===== src/rtl/gpio_bank_pkg.sv =====
`timescale 1ns/1ps
package gpio_bank_pkg;
  typedef enum logic [2:0] {
    FN_CNF = 3'd0,
    FN_OE  = 3'd1,
    FN_OUT = 3'd2,
    FN_IN  = 3'd3,
    FN_STA = 3'd4,
    FN_ENB = 3'd5,
    FN_LVL = 3'd6,
    FN_CLR = 3'd7
  } gpio_fn_e;
endpackage


===== src/rtl/gpio_bank_dec.sv =====
`timescale 1ns/1ps
module gpio_bank_dec
  import gpio_bank_pkg::*;
#(
  parameter int ADDR_W    = 12,
  parameter int UPPER_OFS = 'h800,
  parameter int PORTS     = 4,
  localparam int PORT_W   = (PORTS > 1) ? $clog2(PORTS) : 1
) (
  input  logic [ADDR_W-1:0] addr_i,
  output logic              hit_o,
  output logic              alias_o,
  output gpio_fn_e          fn_o,
  output logic [PORT_W-1:0] port_o
);
  localparam int ALIAS_BIT = $clog2(UPPER_OFS);
  localparam int FN_LSB    = 2 + PORT_W;
  localparam int FN_MSB    = FN_LSB + 2;

  logic stray;

  always_comb begin
    stray = 1'b0;
    for (int i = FN_MSB + 1; i < ADDR_W; i++) begin
      if (i != ALIAS_BIT) stray = stray | addr_i[i];
    end
  end

  assign port_o  = addr_i[FN_LSB-1:2];
  assign fn_o    = gpio_fn_e'(addr_i[FN_MSB:FN_LSB]);
  assign alias_o = addr_i[ALIAS_BIT];
  assign hit_o   = !stray && (addr_i[1:0] == 2'b00) && (int'(port_o) < PORTS);
endmodule


===== src/rtl/gpio_sync.sv =====
`timescale 1ns/1ps
module gpio_sync #(
  parameter int W = 32
) (
  input  logic         clk_i,
  input  logic         rst_ni,
  input  logic [W-1:0] d_i,
  output logic [W-1:0] q_o
);
  logic [W-1:0] meta_q;

  always_ff @(posedge clk_i or negedge rst_ni) begin
    if (!rst_ni) begin
      meta_q <= '0;
      q_o    <= '0;
    end else begin
      meta_q <= d_i;
      q_o    <= meta_q;
    end
  end
endmodule


===== src/rtl/gpio_port_regs.sv =====
`timescale 1ns/1ps
module gpio_port_regs
  import gpio_bank_pkg::*;
#(
  parameter int PINS = 8,
  localparam int LVL_W = 3 * PINS
) (
  input  logic             clk_i,
  input  logic             rst_ni,
  input  logic             sel_i,
  input  logic             alias_i,
  input  gpio_fn_e         fn_i,
  input  logic [31:0]      wdata_i,
  output logic [PINS-1:0]  cnf_o,
  output logic [PINS-1:0]  oe_o,
  output logic [PINS-1:0]  out_o,
  output logic [PINS-1:0]  enb_o,
  output logic [LVL_W-1:0] lvl_o
);
  logic [PINS-1:0] mask, val;
  assign mask = wdata_i[2*PINS-1:PINS];
  assign val  = wdata_i[PINS-1:0];

  function automatic logic [PINS-1:0] merge(input logic [PINS-1:0] old,
                                            input logic [PINS-1:0] m,
                                            input logic [PINS-1:0] v);
    return (old & ~m) | (v & m);
  endfunction

  always_ff @(posedge clk_i or negedge rst_ni) begin
    if (!rst_ni) begin
      cnf_o <= '0;
      oe_o  <= '0;
      out_o <= '0;
      enb_o <= '0;
      lvl_o <= '0;
    end else if (sel_i) begin
      unique case (fn_i)
        FN_CNF: cnf_o <= alias_i ? merge(cnf_o, mask, val) : val;
        FN_OE:  oe_o  <= alias_i ? merge(oe_o, mask, val) : val;
        FN_OUT: out_o <= alias_i ? merge(out_o, mask, val) : val;
        FN_ENB: enb_o <= alias_i ? merge(enb_o, mask, val) : val;
        FN_LVL: begin
          if (alias_i) lvl_o[PINS-1:0] <= merge(lvl_o[PINS-1:0], mask, val);
          else         lvl_o <= wdata_i[LVL_W-1:0];
        end
        default: ;  // input, status and clear hold no writable state
      endcase
    end
  end
endmodule


===== src/rtl/gpio_bank.sv =====
`timescale 1ns/1ps
module gpio_bank
  import gpio_bank_pkg::*;
#(
  parameter int ADDR_W    = 12,
  parameter int UPPER_OFS = 'h800,
  parameter int PORTS     = 4,
  parameter int PINS      = 8,
  localparam int NPIN     = PORTS * PINS,
  localparam int PORT_W   = (PORTS > 1) ? $clog2(PORTS) : 1,
  localparam int LVL_W    = 3 * PINS
) (
  input  logic              clk_i,
  input  logic              rst_ni,
  input  logic [ADDR_W-1:0] addr_i,
  input  logic [31:0]       wdata_i,
  input  logic              we_i,
  output logic [31:0]       rdata_o,
  input  logic [NPIN-1:0]   pad_i,
  output logic [NPIN-1:0]   pad_o,
  output logic [NPIN-1:0]   pad_oe_o
);
  logic              hit, is_alias;
  gpio_fn_e          fn;
  logic [PORT_W-1:0] port;
  logic [NPIN-1:0]   in_q;

  logic [PINS-1:0]  cnf_q [PORTS];
  logic [PINS-1:0]  oe_q  [PORTS];
  logic [PINS-1:0]  out_q [PORTS];
  logic [PINS-1:0]  enb_q [PORTS];
  logic [LVL_W-1:0] lvl_q [PORTS];

  gpio_bank_dec #(.ADDR_W(ADDR_W), .UPPER_OFS(UPPER_OFS), .PORTS(PORTS)) u_dec (
    .addr_i (addr_i),
    .hit_o  (hit),
    .alias_o(is_alias),
    .fn_o   (fn),
    .port_o (port)
  );

  gpio_sync #(.W(NPIN)) u_sync (
    .clk_i (clk_i),
    .rst_ni(rst_ni),
    .d_i   (pad_i),
    .q_o   (in_q)
  );

  for (genvar p = 0; p < PORTS; p++) begin : g_port
    gpio_port_regs #(.PINS(PINS)) u_regs (
      .clk_i  (clk_i),
      .rst_ni (rst_ni),
      .sel_i  (we_i && hit && (int'(port) == p)),
      .alias_i(is_alias),
      .fn_i   (fn),
      .wdata_i(wdata_i),
      .cnf_o  (cnf_q[p]),
      .oe_o   (oe_q[p]),
      .out_o  (out_q[p]),
      .enb_o  (enb_q[p]),
      .lvl_o  (lvl_q[p])
    );
    assign pad_o[p*PINS +: PINS]    = out_q[p];
    assign pad_oe_o[p*PINS +: PINS] = cnf_q[p] & oe_q[p];
  end

  always_comb begin
    rdata_o = '0;
    if (hit && !is_alias) begin
      unique case (fn)
        FN_CNF:  rdata_o[PINS-1:0]  = cnf_q[port];
        FN_OE:   rdata_o[PINS-1:0]  = oe_q[port];
        FN_OUT:  rdata_o[PINS-1:0]  = out_q[port];
        FN_IN:   rdata_o[PINS-1:0]  = in_q[int'(port)*PINS +: PINS];
        FN_ENB:  rdata_o[PINS-1:0]  = enb_q[port];
        FN_LVL:  rdata_o[LVL_W-1:0] = lvl_q[port];
        default: rdata_o = '0;
      endcase
    end
  end
endmodule


===== config.mk =====
export PLATFORM = sky130hd
export DESIGN_NAME = gpio_bank
export DESIGN_NICKNAME = d
export VERILOG_FILES = /design/src/rtl/gpio_bank_pkg.sv /design/src/rtl/gpio_bank_dec.sv /design/src/rtl/gpio_sync.sv /design/src/rtl/gpio_port_regs.sv /design/src/rtl/gpio_bank.sv
export SDC_FILE = /design/constraint.sdc
export NUM_CORES = 1
export LEC_CHECK = 0
export ABC_AREA = 1
export BUFFER_PORTS_ARGS = -buffer_cell sky130_fd_sc_hd__buf_2
export CAP_MARGIN = 20
export CORE_ASPECT_RATIO = 0.6
export CORE_UTILIZATION = 35
export DETAILED_ROUTE_END_ITERATION = 10
export PLACE_DENSITY = 0.56
export SLEW_MARGIN = 40
export SYNTH_ARGS = -nofsm -noshare
export SYNTH_HDL_FRONTEND = slang
export SYNTH_SLANG_ARGS = --single-unit

===== constraint.sdc =====
create_clock -name clk_i -period 2.9 [get_ports clk_i]
set_input_delay 0.58 -clock clk_i [delete_from_list [all_inputs] [get_ports clk_i]]
set_output_delay 0.58 -clock clk_i [all_outputs]
set_load 0.01 [all_outputs]

==> results.yml, run 1 <==
cells_and_area:
  nets: 2075
  postLayoutCoreUtil_pct: 42.7
  area_growth_pct: 18.3
  stdcell_count: 2533
  layout_common_cells: "nand2_1 (812), dfrtp_1 (288), o21ai_0 (233)"
  final_area_mm2: 0.0164
  final_common_cell: "nand2_1"
  drive_gt1_share_pct: 14.4
clock_network:
  root_buffer: "clkbuf_16"
  holdBufCountCts: 0
  postCtsSetupRepairBufs: 0
  tritoncts: "done"
  cts_resized: 0
  cts.sinks: 288
  clk_pin_slew_ns: 0.06
  h-tree-depth: 1
  clk_latency_ns: 0.57
  cts_buffers: 29
  cts_buffer_depth: 3
place:
  placed_area_mm2: 0.0153
  dp_hpwl_mm: 28.5
  portBuffers: 158
  place_inst: 2478
  place.gp.congestion: 0.850
  dp_slack_ns: 0.154
setup_path:
  cp_max_fo: 21
  worstPathRequired_ns: 2.32
  setup.worst_path.end_class: "primary output"
  crit_type: "in -> out"
  worstRegToRegCells: 2
  cpMostUsedCell: "nand2_1"
  cp_top_family: "buffers and inverters"
  start_kind: "input pin"
  crit_arrival_ns: 2.20
  crit_chain: "buf_4 > inv_2 > buf_12 > nand2_1 > nand2_1 > nand2_1 > nand2_1 > nand2_1 > nand2_1 > nor2_1 > a21oi_1 > buf_2"
  slowest_delay_ns: 0.21
  cpMaxStageDelayCell: "nand2_1"
  path_buf_inv: 4
  r2r_setup_slack_ns: 2.16
detailed_routing:
  drt_pass1_iterations: 5
  final_antenna_net_count: 0
  drt_iter0_drc: 1067
  routed_wl_mm: 41.9
  via_per_inst: 4.88
  post_drt_wl_per_cell_um: 16.5
  drc: 0
  vias: 12400
global_routing:
  grt_max_degree: 77
  grt_overflow_total: 0
  grt_pass1_wl_mm: 66.6
  first_global_vias: 11700
  antenna_found_initial: 1
  grt_usage_pct: 21.1
sta:
  period_needed_ns: 2.78
  hold_viol_final: 6
  hold_ws_ns: -0.0177
  fin_setup_tns_ns: 0
  maxSlewViolCount: 0
  rsz0062_at_grt: "no"
  period_share_pct: 95.7
  fmax_mhz: 360
  clock_skew_ns: 0.0166
  setup_slack_ns: 0.124
  setup_viol: 0
  worst_pin_slew_ns: 0.854
  max-slew-margin-rel_pct: 42.9
job:
  drv_cap: 0
power_and_ir_drop:
  total_power_mw: 8.79
  p_per_area_mw_per_mm2: 537
  power.leakage_nw: 8.99
  vdd_drop_max_mv: 0.409
floorplanning:
  die_y_um: 156
  core_mm2: 0.0383
  die-area_mm2: 0.0403
  rows: 55
  die_w_um: 259
  boundaryPins: 175
  start_util_pct: 36.1
synthesis:
  yosysWarnings: 0
  synth_area_mm2: 0.0138
  syn_area_per_cell_um2: 7.40
  ys_seq_area_share_pct: 52.1
  syn_inst: 1870
  ys_ff_latch: 288
  ys_types: 24
run_status:
  status: "finished, violations left"
  violations: "negative hold slack"
hold_path:
  min_path_type: "in -> async"
layout make-up:
| class | instances | area [µm²] |
|---|---|---|
| multi-input combinational | 1358 | 5700 |
| timing repair buffer | 206 | 1350 |
| inverter | 113 | 424 |
| sequential | 288 | 7210 |
| clock buffer | 37 | 806 |
| fill | 3889 | 22000 |
| tap | 513 | 642 |
| antenna | 1 | 2.50 |
| clock inverter | 17 | 220 |
Yosys cell counts:
| library cell | instances | area [µm²] |
|---|---|---|
| inv_2 | 3 | 11.3 |
| nand2_1 | 812 | 3050 |
| a21oi_1 | 8 | 40.0 |
| nor2_2 | 7 | 43.8 |
| a22oi_1 | 12 | 90.1 |
| nor3_2 | 1 | 10.0 |
| buf_4 | 18 | 135 |
| clkbuf_1 | 68 | 255 |
| nand4_4 | 1 | 21.3 |
| a41oi_1 | 4 | 35.0 |
| o21ai_1 | 23 | 115 |
| o2111ai_1 | 8 | 70.1 |
| nor3_1 | 2 | 10.0 |
| nor2_4 | 4 | 45.0 |
| buf_1 | 10 | 37.5 |
| o21ai_0 | 233 | 1170 |
| inv_1 | 110 | 413 |
| nand3_1 | 18 | 90.1 |
| dfrtp_1 | 288 | 7210 |
| nor2_1 | 194 | 728 |
| a31oi_1 | 12 | 75.1 |
| buf_2 | 22 | 110 |
| conb_1 | 1 | 3.75 |
| nand2_2 | 11 | 68.8 |
cells by family (layout without fill, tap and decap cells):
family | after synthesis | count (layout) | synth area share (%)
AOI/OAI and AO/OA | 300 | 300 | 11.5
buffers and inverters | 231 | 373 | 6.96
DFF | 288 | 288 | 52.1
other | 1 | 9 | 0.0271
and+or+nand+nor | 1050 | 1050 | 29.4
per-layer routing:
metal  wire length, µm  track usage, %  vias up  share of wire, %
met2             17300            30.6      408                41
met1             20800            32.8     5853                50
li1                  -               -     6056                 -
met3              2980            3.22       56               7.1
met5                 0               0        -                 0
met4               782            4.68        0               1.9
how the worst max path moves through the flow:
| stage | start | end | slack, ns | cells after the start |
|---|---|---|---|---|
| finish | addr_i[2] | rdata_o[4] | 0.12 | 12 |
| detailed placement | addr_i[2] | rdata_o[2] | 0.15 | 12 |
| CTS | addr_i[2] | rdata_o[2] | 0.15 | 12 |
| floorplan | addr_i[2] | rdata_o[14] | 0.61 | 7 |
| global route | addr_i[2] | rdata_o[6] | 0.05 | 11 |
| global placement | addr_i[2] | rdata_o[4] | 0.17 | 12 |
where the power goes:
part / internal [mW] / switching, mW
clock: 2.34 / 1.73
combinational: 0.161 / 0.446
sequential: 4.08 / 0.0244
Power figures use the tool's default switching activity.
==> inputs of run 2 (changes only) <==
Settings changed: CORE_MARGIN from default to 5, GPL_ROUTABILITY_DRIVEN from default to 0.
Clock period 2.9 ns to 3.4 ns, I/O delays scaled along.
==> run 2 against run 1 <==
- first-iteration DRC count is 16% higher
- die area is 8.4% higher
- highest routed layer unchanged
- hold slack better by 0.13 ns
- the flow now finishes without violations
- design area is 0.83% lower
- global-route usage is 1.9 points lower
- routed wire length is 0.56% higher
- critical path type unchanged
- sequential power is 15% lower
- power is 15% lower
- sequential share of layout area is 0.37 points higher
- largest cell class unchanged
- final cell count hardly changed
- via count is 0.63% lower
==> results.yml, run 2 (synthesized netlist as in run 1, its figures left out) <==
sta:
  worst_pin_slew_ns: 0.832
  fin_setup_tns_ns: 0
  setup_viol: 0
  maxSlewViolCount: 0
  period_needed_ns: 3.03
  rsz0062_at_grt: "no"
  max-slew-margin-rel_pct: 44.4
  hold_ws_ns: 0.108
  hold_viol_final: 0
  fmax_mhz: 330
  period_share_pct: 89.2
  clock_skew_ns: 0.0111
floorplanning:
  die_w_um: 267
  core_mm2: 0.0390
  die_y_um: 164
  rows: 56
  boundaryPins: 175
  start_util_pct: 35.4
  die-area_mm2: 0.0437
power_and_ir_drop:
  p_int_mw: 5.62
  p_comb_share_pct: 6.8
  clock_power_share_pct: 46.2
  total_power_mw: 7.45
  power.leakage_nw: 8.92
  swShare_pct: 24.6
  power_switching_mw: 1.84
  power_frac_seq_pct: 47.0
  p_per_area_mw_per_mm2: 459
  vdd_drop_max_mv: 0.392
clock_network:
  cts_buffer_depth: 3
  cts.sinks: 288
  h-tree-depth: 1
  cts_resized: 0
  cts_buffers: 30
  root_buffer: "clkbuf_16"
  clk_pin_slew_ns: 0.06
  clk_latency_ns: 0.58
  tritoncts: "done"
  postCtsSetupRepairBufs: 0
  holdBufCountCts: 0
setup_path:
  start_kind: "input pin"
  crit_type: "in -> out"
  crit_arrival_ns: 2.35
  cp_max_fo: 50
  setup.worst_path.end_class: "primary output"
  worstPathRequired_ns: 2.72
place:
  dp_hpwl_mm: 28.8
  portBuffers: 158
  placed_area_mm2: 0.0152
cells_and_area:
  fillers: 3978
  ff_latch_area_mm2: 0.00721
  drive_gt1_share_pct: 14.1
  multi_input_area_mm2: 0.00570
  area_growth_pct: 17.3
  final_area_mm2: 0.0162
  nets: 2069
  layout_common_cells: "nand2_1 (812), dfrtp_1 (288), o21ai_0 (233)"
  postLayoutCoreUtil_pct: 41.6
  n_antenna_cell: 0
  final_common_cell: "nand2_1"
run_status:
  status: "finished clean"
global_routing:
  grt_usage_pct: 19.2
  antenna_found_initial: 0
  grt_max_degree: 79
  first_global_vias: 11700
  grt_overflow_total: 0
  grt_pass1_wl_mm: 66.5
detailed_routing:
  post_drt_wl_per_cell_um: 16.6
  drt_pass1_iterations: 5
  drt_iter0_drc: 1240
  vias: 12300
  routed_wl_mm: 42.1
  final_antenna_net_count: 0
  drc: 0
  via_per_inst: 4.85
job:
  drv_cap: 0
hold_path:
  min_path_type: "in -> async"
==> run 2: changes by cell type in the layout (fill, tap and decap cells not counted), moves of 2 or more <==
cell	change
buf_12	-8
inv_6	-2
clkinvlp_4	+2
clkinv_4	-2
clkbuf_8	+2
==> run 2: final cells by class <==
class | count | share of cell area (%)
Clock inverter | 14 | 1.12
Multi-Input combinational cell | 1358 | 35.1
Clock buffer | 40 | 5.29
Sequential cell | 288 | 44.4
Tap cell | 522 | 4.03
Inverter | 113 | 2.61
Timing Repair Buffer | 199 | 7.39
==> run 2: worst max-delay path: stages <==
cell,delay [ns]
buf_2,0.09
buf_4,0.54
nand2_1,0.11
nand2_1,0.11
nand2_1,0.21
nand2_1,0.14
nor2_1,0.06
a21oi_1,0.21
buf_2,0.19
==> run 2: worst paths after layout <==
check	startpoint	to	slack (ns)	cells past startpoint
max	addr_i[3]	rdata_o[4]	0.37	9
min	rst_ni	asynchronous set/reset pin	0.11	1
max reg2reg	flip-flop	flip-flop	2.68	2
min reg2reg	u_sync.meta_q[8]	u_sync.q_o[8]	0.35	0
max in group asynchronous	rst_ni	asynchronous set/reset pin	2.47	2
min in group clk_i	pad_i[14]	u_sync.meta_q[14]	0.20	1
==> run 2: stage by stage <==
| stage | setup slack (ns) | instances |
|---|---|---|
| after CTS | 0.422 | 2534 |
| after global placement | 0.373 | 2480 |
| final | 0.366 | 2534 |
| after floorplan | 0.907 | 1877 |
| after global routing | 0.229 | 2534 |
| after detailed placement | 0.298 | 2480 |
==> run 2: layer usage <==
layer	vias up	track usage, %	wire (µm)
met4	0	4.07	755
met2	377	28.0	17700
met5	-	0	0
met3	56	3.40	2950
met1	5817	29.8	20700
li1	6045	-	-
==> run 2: power groups by stage <==
| stage | logic (mW) | clock network [mW] | registers (mW) |
|---|---|---|---|
| detailed placement | 0.509 | 0 | 3.57 |
| floorplan | 0.253 | 0 | 3.56 |
| global route | 0.565 | 3.66 | 3.51 |
| CTS | 0.510 | 3.52 | 3.50 |
| finish | 0.504 | 3.45 | 3.50 |
| global placement | 0.506 | 0 | 3.57 |
==> inputs of run 3 (changes only) <==
Settings changed: GPL_ROUTABILITY_DRIVEN 0 to default, MAX_ROUTING_LAYER from default to met4.
Clock period 3.4 ns to 3.15 ns, I/O delays scaled along.
==> run 3 against run 2 <==
- power rose by 8.7%
- combinational power grew 9.9%
- setup slack got worse by 0.25 ns
- utilization rose by 0.11 points
- critical path type unchanged
- critical endpoint unchanged
==> results.yml, run 3 (synthesized netlist as in run 1, its figures left out) <==
floorplanning:
  start_util_pct: 35.4
  die-area_mm2: 0.0437
  die_y_um: 164
  boundaryPins: 175
  rows: 56
  die_w_um: 267
  core_mm2: 0.0390
clock_network:
  tritoncts: "done"
  clk_latency_ns: 0.57
  cts_buffer_depth: 3
  root_buffer: "clkbuf_16"
  holdBufCountCts: 0
  cts.sinks: 288
  cts_buffers: 29
  postCtsSetupRepairBufs: 0
  h-tree-depth: 1
  cts_resized: 0
  clk_pin_slew_ns: 0.06
run_status:
  status: "finished clean"
sta:
  fin_setup_tns_ns: 0
  max-slew-margin-rel_pct: 48.4
  setup_viol: 0
  worst_pin_slew_ns: 0.772
  rsz0062_at_grt: "no"
  fmax_mhz: 329
  setup_slack_ns: 0.115
  clock_skew_ns: 0.00981
  maxSlewViolCount: 0
  period_share_pct: 96.4
  period_needed_ns: 3.04
  hold_viol_final: 0
detailed_routing:
  routed_wl_mm: 42.8
  drt_iter0_drc: 1206
  via_per_inst: 4.87
  post_drt_wl_per_cell_um: 16.9
  drt_pass1_iterations: 6
  drc: 0
  vias: 12400
  final_antenna_net_count: 0
power_and_ir_drop:
  vdd_drop_max_mv: 0.402
  p_per_area_mw_per_mm2: 498
  power.leakage_nw: 8.96
setup_path:
  crit_arrival_ns: 2.41
  startpoint: "addr_i[2]"
  r2r_setup_slack_ns: 2.40
  setup.worst_path.end_class: "primary output"
  worstPathRequired_ns: 2.52
  endpoint: "rdata_o[4]"
  crit_type: "in -> out"
  worstRegToRegCells: 2
  start_kind: "input pin"
  cp_max_fo: 30
place:
  place.gp.congestion: 0.833
  dp_hpwl_mm: 29.2
  portBuffers: 158
  dp_slack_ns: 0.155
  place_inst: 2483
  placed_area_mm2: 0.0152
cells_and_area:
  area_growth_pct: 17.6
  drive_gt1_share_pct: 14.2
  nets: 2071
  stdcell_count: 2537
  layout_common_cells: "nand2_1 (812), dfrtp_1 (288), o21ai_0 (233)"
  final_area_mm2: 0.0163
  final_common_cell: "nand2_1"
global_routing:
  antenna_found_initial: 1
  grt_usage_pct: 20.2
  first_global_vias: 12000
  grt_max_degree: 72
  grt_overflow_total: 0
  grt_pass1_wl_mm: 67.8
job:
  drv_cap: 0
hold_path:
  min_path_type: "in -> async"
## run 3: changes by cell type in the layout (fill, tap and decap cells not counted), moves of 2 or more
cell,before,now
clkinv_2,2,6
clkinvlp_4,4,1
buf_4,35,37
clkbuf_8,7,9
clkinv_4,3,1
## run 3: layer usage
metal  routed length, µm  part of all wire, %  up-vias  GRT usage [%]
met5                   0                    0        -              -
met4                 722                  1.7        0           3.40
met3                3370                  7.9       57           4.01
met2               18300                   43      411           29.7
met1               20500                   48     5832           29.4
li1                    -                    -     6052              -
## run 3: report_power, final
group | switching [mW] | internal [mW] | leakage [nW] | total, mW
Sequential | 0.0221 | 3.76 | 3.63 | 3.78
Clock | 1.53 | 2.23 | 0.518 | 3.77
Combinational | 0.414 | 0.140 | 4.81 | 0.554
## run 3: layout make-up
class	count	area, µm²
Timing Repair Buffer	202	1230
Sequential cell	288	7210
Antenna cell	1	2.50
Clock inverter	13	186
Fill cell	4000	22800
Multi-Input combinational cell	1358	5700
Tap cell	522	653
Clock buffer	40	857
Inverter	113	424
## run 3: worst min path at each step
stage | endpoint | slack [ns] | cells past startpoint
global route | asynchronous set/reset pin | 0.07 | 1
finish | u_sync.meta_q[31] | 0.05 | 1
detailed placement | u_sync.q_o[14] | 0.33 | 0
floorplan | asynchronous set/reset pin | 0.33 | 0
CTS | asynchronous set/reset pin | 0.05 | 1
global placement | u_sync.q_o[5] | 0.33 | 0
## run 3: critical path, cell delays in order
cell	delay, ns
buf_4	0.21
inv_2	0.16
buf_12	0.21
nand2_1	0.07
nand2_1	0.07
nand2_1	0.05
nand2_1	0.13
nand2_1	0.23
nand2_1	0.14
nor2_1	0.06
a21oi_1	0.21
buf_2	0.19
## run 3: through the flow
stage	power, mW	utilization [%]	hold slack (ns)
6_report	8.10	41.7	0.0455
5_1_grt	8.41	41.7	0.0706
4_1_cts	8.19	41.7	0.0473
3_5_place_dp	4.41	39.0	0.335
3_3_place_gp	4.40	39.0	0.335
2_1_floorplan	4.12	-	0.331
